--- src/rtl/nn_seq_pkg.sv ---
package nn_seq_pkg;

   localparam int ROUTE_W = 3;

   localparam logic [ROUTE_W-1:0] ROUTE_LOCAL = 3'd0;
   localparam logic [ROUTE_W-1:0] ROUTE_RSVD  = 3'd7;

   typedef enum logic [1:0] {
      ACC_NONE   = 2'd0,
      ACC_LOCAL  = 2'd1,
      ACC_REMOTE = 2'd2,
      ACC_BAD    = 2'd3
   } acc_kind_e;

   typedef enum logic [1:0] {
      AX_NONE = 2'd0,
      AX_X    = 2'd1,
      AX_Y    = 2'd2,
      AX_Z    = 2'd3
   } axis_e;

   typedef struct packed {
      acc_kind_e kind;
      axis_e     axis;
      logic      pos;
   } route_t;

endpackage

--- src/rtl/nn_route_decode.sv ---
module nn_route_decode
   import nn_seq_pkg::*;
(
   input  logic [ROUTE_W-1:0] code,
   output route_t             route
);

   always_comb begin
      route = '{kind: ACC_REMOTE, axis: AX_NONE, pos: 1'b0};
      unique case (code)
         3'd0: route.kind = ACC_LOCAL;
         3'd1: route.axis = AX_X;
         3'd2: begin route.axis = AX_X; route.pos = 1'b1; end
         3'd3: route.axis = AX_Y;
         3'd4: begin route.axis = AX_Y; route.pos = 1'b1; end
         3'd5: route.axis = AX_Z;
         3'd6: begin route.axis = AX_Z; route.pos = 1'b1; end
         default: route.kind = ACC_BAD;
      endcase
   end

endmodule

--- src/rtl/nn_slot_seq.sv ---
module nn_slot_seq
   import nn_seq_pkg::*;
#(
   parameter  int SLOTS  = 4,
   localparam int SLOT_W = (SLOTS > 1) ? $clog2(SLOTS) : 1
)(
   input  logic              clk,
   input  logic              rst_n,
   input  logic              accept,
   input  route_t            in_route,
   output acc_kind_e         kind,
   output axis_e             axis,
   output logic              pos,
   output logic [SLOT_W-1:0] slot,
   output logic              last
);

   localparam logic [SLOT_W-1:0] LAST_SLOT = SLOT_W'(SLOTS - 1);

   assign last = (slot == LAST_SLOT);

   always_ff @(posedge clk) begin
      if (!rst_n) begin
         kind <= ACC_NONE;
         axis <= AX_NONE;
         pos  <= 1'b0;
         slot <= '0;
      end else if (accept) begin
         kind <= in_route.kind;
         axis <= (in_route.kind == ACC_REMOTE) ? in_route.axis : AX_NONE;
         pos  <= (in_route.kind == ACC_REMOTE) && in_route.pos;
         slot <= '0;
      end else if (kind == ACC_REMOTE && !last) begin
         slot <= slot + 1'b1;
      end else begin
         kind <= ACC_NONE;
         axis <= AX_NONE;
         pos  <= 1'b0;
         slot <= '0;
      end
   end

endmodule

--- src/rtl/nn_lane_mux.sv ---
module nn_lane_mux #(
   parameter  int DATA_W  = 32,
   parameter  int SLOTS   = 4,
   localparam int CHUNK_W = DATA_W / SLOTS,
   localparam int SLOT_W  = (SLOTS > 1) ? $clog2(SLOTS) : 1
)(
   input  logic               clk,
   input  logic               rst_n,
   input  logic               active,
   input  logic [SLOT_W-1:0]  slot,
   input  logic [DATA_W-1:0]  wdata,
   input  logic [CHUNK_W-1:0] rx,
   output logic [CHUNK_W-1:0] tx,
   output logic [DATA_W-1:0]  word
);

   logic [CHUNK_W-1:0] lane [SLOTS];

   for (genvar g = 0; g < SLOTS; g++) begin : g_lane
      assign lane[g] = wdata[g*CHUNK_W +: CHUNK_W];
   end

   assign tx = lane[slot];

   for (genvar g = 0; g < SLOTS - 1; g++) begin : g_cap
      logic [CHUNK_W-1:0] held;
      always_ff @(posedge clk) begin
         if (!rst_n)
            held <= '0;
         else if (active && slot == SLOT_W'(g))
            held <= rx;
      end
      assign word[g*CHUNK_W +: CHUNK_W] = held;
   end

   assign word[DATA_W-1 -: CHUNK_W] = rx;

endmodule

--- src/rtl/nn_access_seq.sv ---
module nn_access_seq
   import nn_seq_pkg::*;
#(
   parameter  int ADDR_W  = 16,
   parameter  int DATA_W  = 32,
   parameter  int SLOTS   = 4,
   localparam int MEM_AW  = ADDR_W - ROUTE_W,
   localparam int CHUNK_W = DATA_W / SLOTS,
   localparam int SLOT_W  = (SLOTS > 1) ? $clog2(SLOTS) : 1
)(
   input  logic               clk,
   input  logic               rst_n,
   input  logic               req_valid,
   input  logic               req_we,
   input  logic [ADDR_W-1:0]  req_addr,
   input  logic [DATA_W-1:0]  req_wdata,
   output logic               mem_en,
   output logic               mem_we,
   output logic [MEM_AW-1:0]  mem_addr,
   output logic [DATA_W-1:0]  mem_wdata,
   input  logic [DATA_W-1:0]  mem_rdata,
   output logic               link_en,
   output logic [1:0]         link_axis,
   output logic               link_pos,
   output logic [SLOT_W-1:0]  link_slot,
   output logic               link_we,
   output logic [CHUNK_W-1:0] link_tx,
   input  logic [CHUNK_W-1:0] link_rx,
   output logic               stall,
   output logic               done,
   output logic [DATA_W-1:0]  rd_data,
   output logic               err
);

   if (ADDR_W <= ROUTE_W) begin : g_bad_addr
      $error("ADDR_W must leave room for a word address above the route code");
   end
   if (SLOTS < 2) begin : g_bad_slots
      $error("SLOTS must be at least 2");
   end
   if (DATA_W % SLOTS != 0) begin : g_bad_split
      $error("DATA_W must split evenly into SLOTS chunks");
   end

   route_t             req_route;
   acc_kind_e          kind;
   axis_e              axis;
   logic               pos;
   logic [SLOT_W-1:0]  slot;
   logic               last;
   logic               accept;
   logic               is_loc;
   logic               is_rem;
   logic [MEM_AW-1:0]  addr_q;
   logic               we_q;
   logic [DATA_W-1:0]  wdata_q;
   logic [CHUNK_W-1:0] tx_chunk;
   logic [DATA_W-1:0]  rx_word;

   nn_route_decode u_dec (
      .code  (req_addr[ADDR_W-1 -: ROUTE_W]),
      .route (req_route)
   );

   assign accept = req_valid && !stall;

   nn_slot_seq #(.SLOTS(SLOTS)) u_seq (
      .clk      (clk),
      .rst_n    (rst_n),
      .accept   (accept),
      .in_route (req_route),
      .kind     (kind),
      .axis     (axis),
      .pos      (pos),
      .slot     (slot),
      .last     (last)
   );

   always_ff @(posedge clk) begin
      if (!rst_n) begin
         addr_q  <= '0;
         we_q    <= 1'b0;
         wdata_q <= '0;
      end else if (accept) begin
         addr_q  <= req_addr[MEM_AW-1:0];
         we_q    <= req_we;
         wdata_q <= req_wdata;
      end
   end

   assign is_loc = (kind == ACC_LOCAL);
   assign is_rem = (kind == ACC_REMOTE);

   nn_lane_mux #(.DATA_W(DATA_W), .SLOTS(SLOTS)) u_lane (
      .clk    (clk),
      .rst_n  (rst_n),
      .active (is_rem),
      .slot   (slot),
      .wdata  (wdata_q),
      .rx     (link_rx),
      .tx     (tx_chunk),
      .word   (rx_word)
   );

   assign mem_en    = is_loc;
   assign mem_we    = is_loc && we_q;
   assign mem_addr  = (is_loc || is_rem) ? addr_q : '0;
   assign mem_wdata = (is_loc && we_q) ? wdata_q : '0;

   assign link_en   = is_rem;
   assign link_axis = axis;
   assign link_pos  = pos;
   assign link_slot = slot;
   assign link_we   = is_rem && we_q;
   assign link_tx   = (is_rem && we_q) ? tx_chunk : '0;

   assign stall = is_rem;
   assign done  = is_loc || (is_rem && last);
   assign err   = (kind == ACC_BAD);

   always_comb begin
      rd_data = '0;
      if (done && !we_q)
         rd_data = is_loc ? mem_rdata : rx_word;
   end

endmodule

--- config.mk ---
export PLATFORM = sky130hd
export DESIGN_NAME = nn_access_seq
export DESIGN_NICKNAME = d
export VERILOG_FILES = /design/src/rtl/nn_seq_pkg.sv /design/src/rtl/nn_route_decode.sv /design/src/rtl/nn_slot_seq.sv /design/src/rtl/nn_lane_mux.sv /design/src/rtl/nn_access_seq.sv
export SDC_FILE = /design/constraint.sdc
export NUM_CORES = 1
export LEC_CHECK = 0
export BUFFER_PORTS_ARGS = -buffer_cell sky130_fd_sc_hd__buf_2
export CAP_MARGIN = 20
export CORE_MARGIN = 3
export CORE_UTILIZATION = 45
export CTS_BUF_LIST = sky130_fd_sc_hd__clkbuf_8
export CTS_CLUSTER_SIZE = 30
export DETAILED_ROUTE_END_ITERATION = 10
export PLACE_DENSITY_LB_ADDON = 0.08
export SLEW_MARGIN = 20
export SYNTH_ARGS = -nofsm -noshare
export SYNTH_HDL_FRONTEND = slang
export SYNTH_HIERARCHICAL = 1
export SYNTH_SLANG_ARGS = --single-unit
--- constraint.sdc ---
create_clock -name clk -period 2.5 [get_ports clk]
set_clock_uncertainty 0.05 [all_clocks]
set_input_delay 0.5 -clock clk [delete_from_list [all_inputs] [get_ports clk]]
set_output_delay 0.5 -clock clk [all_outputs]
set_load 0.01 [all_outputs]
# ---- After elaboration in Yosys (flattened, before gate mapping)
# Cells that the tools add are included.
dict set report word_totals {
  register_bits 77
  input_bits 92
  output_inout_bits 97
  word_cells 69
}
dict set report op_classes {
  n_addsub 1
  n_lt_le_gt_ge 1
  n_eq_ne 14
  n_mux 17
  bitwise 3
  reduce_logical 23
}
# cell n
set ops {}
lappend ops {{$mux 32} 3}
lappend ops {{$mux 8} 3}
lappend ops {{$bmux 8 s2} 1}
lappend ops {{$mux 13} 1}
lappend ops {{$eq 2x2->1 const B} 5}
lappend ops {{$logic_and 1x1->1} 10}
lappend ops {{$eq 3x3->1 const B} 3}
lappend ops {{$mux 2} 4}
lappend ops {{$eq 3x2->1 const B} 2}
lappend ops {{$pmux 2 s3} 1}
lappend ops {{$reduce_or 2->1} 3}
lappend ops {{$reduce_or 3->1} 2}
lappend ops {{$reduce_or 6->1} 1}
lappend ops {{$eq 2x1->1 const B} 2}
lappend ops {{$pmux 2 s2} 1}
lappend ops {{$eq 3x1->1 const B} 1}
lappend ops {{$ge 3x3->1 const B} 1}
lappend ops {{$logic_not 1->1} 3}
lappend ops {{$logic_not 3->1} 1}
lappend ops {{$mux 1} 3}
lappend ops {{$not 2->3} 1}
lappend ops {{$add 2x1->2 const B} 1}
lappend ops {{$logic_not 2->1} 1}
lappend ops {{$logic_or 1x1->1} 2}
lappend ops {{other kinds (2)} 3}

# ---- Longest topological paths before layout
dict set report logic_depth {
  ltp_word 6
  ltp_mapped 9
}

# ---- Hierarchy
# Netlist, hierarchy kept.
# mod n_inst cells_each area_per_inst_um2 seq_area_each_um2
set by_module_without_submodules {}
lappend by_module_without_submodules {nn_access_seq 1 385 2864.0 920.9}
lappend by_module_without_submodules {nn_lane_mux 1 107 1157.4 480.5}
lappend by_module_without_submodules {nn_slot_seq 1 27 257.7 140.1}
lappend by_module_without_submodules {nn_route_decode 1 8 51.3 0.0}

# ---- Least setup slack after synthesis
# OpenSTA, ideal clock, no wires.
dict set report synth_path {
  kind {reg2reg}
  start {reg u_seq.kind[1]}
  end {reg u_seq.axis[1]}
  arrival_time_ns 1.989
  t_required_ns 2.377
  path_slack_ns 0.387
  stages_incl_launch_ff 9
  n_path_buf 3
  cell_sequence {dfxtp_1 > ha_1 > buf_6 > nand2b_4 > clkinv_2 > buf_2 > or4b_1 > buf_2 > o22ai_2}
}
dict set report synth_between {
  elab_chain_cells 4
  elab_cells_between_ends 6
  cone_classes {eq/ne: 2; mux: 1; reduce/logical: 3}
}
# element line
set synth_lines {}
lappend synth_lines {{start, declared} nn_slot_seq.sv:11} ;# output acc_kind_e kind,
lappend synth_lines {{start signal, assigned} nn_slot_seq.sv:29} ;# kind <= in_route.kind;
lappend synth_lines {{$eq 2x2->1 (*)} nn_access_seq.sv:92} ;# assign is_rem = (kind == ACC_REMOTE);
lappend synth_lines {{named net link_en} nn_access_seq.sv:22} ;# output logic link_en,
lappend synth_lines {{$logic_not 1->1 (*)} nn_access_seq.sv:65} ;# assign accept = req_valid && !stall;
lappend synth_lines {{$logic_and 1x1->1 (*)} nn_access_seq.sv:65}
lappend synth_lines {{named net accept} nn_access_seq.sv:51} ;# logic accept;
lappend synth_lines {{$ne 2x2->1 (no source line) / $mux 2 (equally long branches)} -}
lappend synth_lines {{end signal, assigned} nn_slot_seq.sv:30} ;# axis <= (in_route.kind == ACC_REMOTE) ? in_route.axis : AX_NONE;
lappend synth_lines {{end, declared} nn_slot_seq.sv:12} ;# output axis_e axis,
# The timed path passes the listed nets; every way through them passes the cells marked *.
# A chain may end at the register's enable or synchronous reset.

# ---- Worst setup path after layout
dict set report layout_path {
  start {reg u_seq.slot[0]}
  end {out rd_data[23]}
}
dict set report layout_between {
  elab_chain_cells 5
}
# element line
set layout_lines {}
lappend layout_lines {{start, declared} nn_slot_seq.sv:14} ;# output logic [SLOT_W-1:0] slot,
lappend layout_lines {{start signal, assigned} nn_slot_seq.sv:34} ;# slot <= slot + 1'b1;
lappend layout_lines {{$eq 2x2->1} nn_slot_seq.sv:20} ;# assign last = (slot == LAST_SLOT);
lappend layout_lines {{named net last} nn_access_seq.sv:50} ;# logic last;
lappend layout_lines {{$logic_and 1x1->1} nn_access_seq.sv:118} ;# assign done = is_loc || (is_rem && last);
lappend layout_lines {{$logic_or 1x1->1} nn_access_seq.sv:118}
lappend layout_lines {{$logic_and 1x1->1} nn_access_seq.sv:123} ;# if (done && !we_q)
lappend layout_lines {{$mux 32} nn_access_seq.sv:123}
lappend layout_lines {{end, declared} nn_access_seq.sv:31} ;# output logic [DATA_W-1:0] rd_data,
# The timed path passes the listed nets, and every way through them passes these cells.

==> impl_metrics.json <==
{
  "outcome": "finished, final reports clean",
  "synth_edf_count": 0,
  "synth_top_area_cell": "dfxtp_1",
  "grt_max_degree": 67,
  "relSlewSlack": 0.6389,
  "synthCells": 527,
  "worstMarginPinSlew_ps": 540.1,
  "fillers": 919,
  "firstDrtPassIters": 4,
  "wire_per_inst_um": 15.01,
  "holdBufCountCts": 0,
  "synth_warnings": 6,
  "finalHoldViolations": 0,
  "mostFrequentLayoutCells": "buf_2 (188), nand2_1 (150), dfxtp_1 (75)",
  "dieArea_um2": 10840,
  "grt_pass1_vias": 3883,
  "synth_nets": 623,
  "num_antenna_cells": 0,
  "synthFlopType": "dfxtp_1",
  "cts_tree": "yes",
  "rrSetupSlack_ps": 550,
  "maxSlewViolCount": 0,
  "arrival_ps": 1830,
  "path_max_fanout": 17,
  "boundaryPins": 189,
  "cts_setup_buffers": 0,
  "final_common_cell": "buf_2",
  "gr-usage-met2": 0.3435,
  "grtUsageMet3": 0.06207,
  "start_kind": "flop",
  "min_period_over_period": 0.9535,
  "setup_viol": 0,
  "crit_path_end": "rd_data[23]",
  "drc": 0,
  "post-route-util": 0.5857,
  "netlist_area_um2": 4330,
  "grt_first_pass_wirelength_mm": 19.35,
  "wl_mm": 12.25,
  "hpwlAfterDp_mm": 9.039,
  "gp_congestion": 0.8207,
  "grt-busiest-layer": "met2",
  "reg2reg_depth": 5,
  "grt_use_total": 0.2179,
  "finalWorstSetupSlack_ps": 116.3,
  "overflow": 0,
  "antenna_found_initial": 0,
  "crit_required_ps": 1950,
  "ant_nets": 0,
  "drt-initial-drc-count": 291,
  "place_ws_ps": 422.4,
  "use_met1": 0.2964,
  "ys_seq_area_frac": 0.3560,
  "die_w_um": 104.1,
  "start_util": 0.4664,
  "h-tree-depth": 3,
  "synthTopCellsByArea": "dfxtp_1 (36%), nand2_1 (13%), and3_1 (5.9%)",
  "drive_above_1_share": 0.3726,
  "p_leak_nw": 2.762,
  "ys_seq_elements": 77,
  "clock_sinks": 77,
  "io_buffers": 188,
  "ys_types": 37,
  "synth_area_per_cell_um2": 8.217,
  "maxCapViolations": 0,
  "period_needed_ps": 2384,
  "insertion_delay_ps": 350,
  "hold_path.class": "primary input to flop",
  "syn2layout_area_growth_pct": 25.57,
  "path_class": "flop to primary output",
  "synthArstFlopShare": 0,
  "startpoint": "u_seq/slot[0]",
  "yosys.area.top_type_share": 0.3560,
  "fmax_ghz": 0.4195,
  "cts-root-buf": "clkbuf_8",
  "critPathCaptureType": "primary output",
  "die_y_um": 104.1,
  "clock_path_buffers": 2,
  "viasPerCell": 5.075,
  "core_um2": 9284,
  "num_rows": 35,
  "numCtsBuffers": 9,
  "r2r-start": "u_seq/kind[1]",
  "clk_pin_slew_ps": 80,
  "r2r_end": "u_seq/axis[1]",
  "finalNetCount": 778,
  "power_density_nw_per_um2": 513.8,
  "vdd_drop_max_mv": 0.3426,
  "routed-via-count": 4141
}
## cells in the mapped netlist (3+ instances only)
| library cell | count |
|---|---|
| dfxtp_1 | 77 |
| a21oi_1 | 32 |
| nor2b_1 | 13 |
| nand3b_1 | 34 |
| inv_1 | 7 |
| nand2_2 | 11 |
| and3_1 | 41 |
| ha_1 | 4 |
| buf_4 | 12 |
| and2_1 | 3 |
| mux2i_1 | 24 |
| a21boi_2 | 10 |
| buf_6 | 10 |
| nand2_1 | 150 |
| a21boi_1 | 30 |
| buf_2 | 12 |
| clkbuf_1 | 20 |
| a21boi_0 | 6 |
| mux4_2 | 8 |
## through the flow
| step | hold WS (ps) | TNS, ps | total power, mW | area (um^2) | cells |
|---|---|---|---|---|---|
| after CTS | 310.5 | 0 | 2.823 | 5406 | 815 |
| after detailed placement | 390.4 | 0 | 1.794 | 5192 | 799 |
| after global routing | 315.7 | -4.660 | 2.928 | 5438 | 816 |
| after floorplan | 380.5 | 0 | 1.656 | 4330 | 527 |
| after global placement | 386.9 | 0 | 1.783 | 5192 | 799 |
| final | 323.3 | 0 | 2.794 | 5438 | 816 |
## cell type report
| cell class | instances | area (um^2) | area share |
|---|---|---|---|
| Multi-Input combinational cell | 384 | 2399 | 0.4411 |
| Tap cell | 129 | 161.4 | 0.02968 |
| Sequential cell | 77 | 1544 | 0.2839 |
| Clock inverter | 7 | 90.09 | 0.01657 |
| Inverter | 8 | 31.28 | 0.005752 |
| Timing Repair Buffer | 202 | 1089 | 0.2002 |
| Clock buffer | 9 | 123.9 | 0.02278 |
## where the power goes
part | switching (mW) | total [mW] | internal (mW) | leakage (nW)
sequential | 0.0485 | 1.34 | 1.29 | 0.630
combinational | 0.237 | 0.424 | 0.187 | 2.02
clock | 0.470 | 1.03 | 0.559 | 0.111
## flip-flops by register name (all words and copies together), names as in the netlist
register	flops
u_seq/pos	1
u_lane/g_cap.held	24
wdata_q	32
u_seq/kind	2
u_seq/slot	2
u_seq/axis	2
we_q	1
addr_q	13
## worst min-delay path by stage
stage	slack (ps)	depth (start not counted)	startpoint	to
finish	320	3	req_wdata[7]	wdata_q[7]
CTS	310	3	req_addr[8]	addr_q[8]
global placement	390	2	addr_q[10]	addr_q[10]
global route	320	3	req_wdata[12]	wdata_q[12]
floorplan	380	2	addr_q[10]	addr_q[10]
detailed placement	390	2	addr_q[9]	addr_q[9]
## what timing repair did
item,in CTS,in global routing
setup endpoints to repair,0,21
gates resized for setup,0,4
hold endpoints to repair,0,0
## kinds of logic after synthesis
group / count (synthesis) / synth area share
buf+inv: 66 / 0.09188
xor+xnor: 2 / 0.004046
fa+ha+maj: 4 / 0.01156
simple gates: 264 / 0.3071
flops: 77 / 0.3560
mux: 32 / 0.09708
compound gates: 82 / 0.1323
## routing by layer
metal | vias up | routed length, um | part of all wire
met5 | - | 0 | 0
met3 | 10 | 968 | 0.079
met4 | 0 | 153 | 0.012
li1 | 2063 | - | -
met1 | 1929 | 5549 | 0.45
met2 | 139 | 5580 | 0.46
## critical path, cell delays in order (launching register included)
cell	delay, ps
dfxtp_1	330
buf_4	180
ha_1	190
and2_4	180
buf_12	150
nand3b_1	130
a21oi_1	170
buf_2	150
Power figures use the tool's default switching activity.
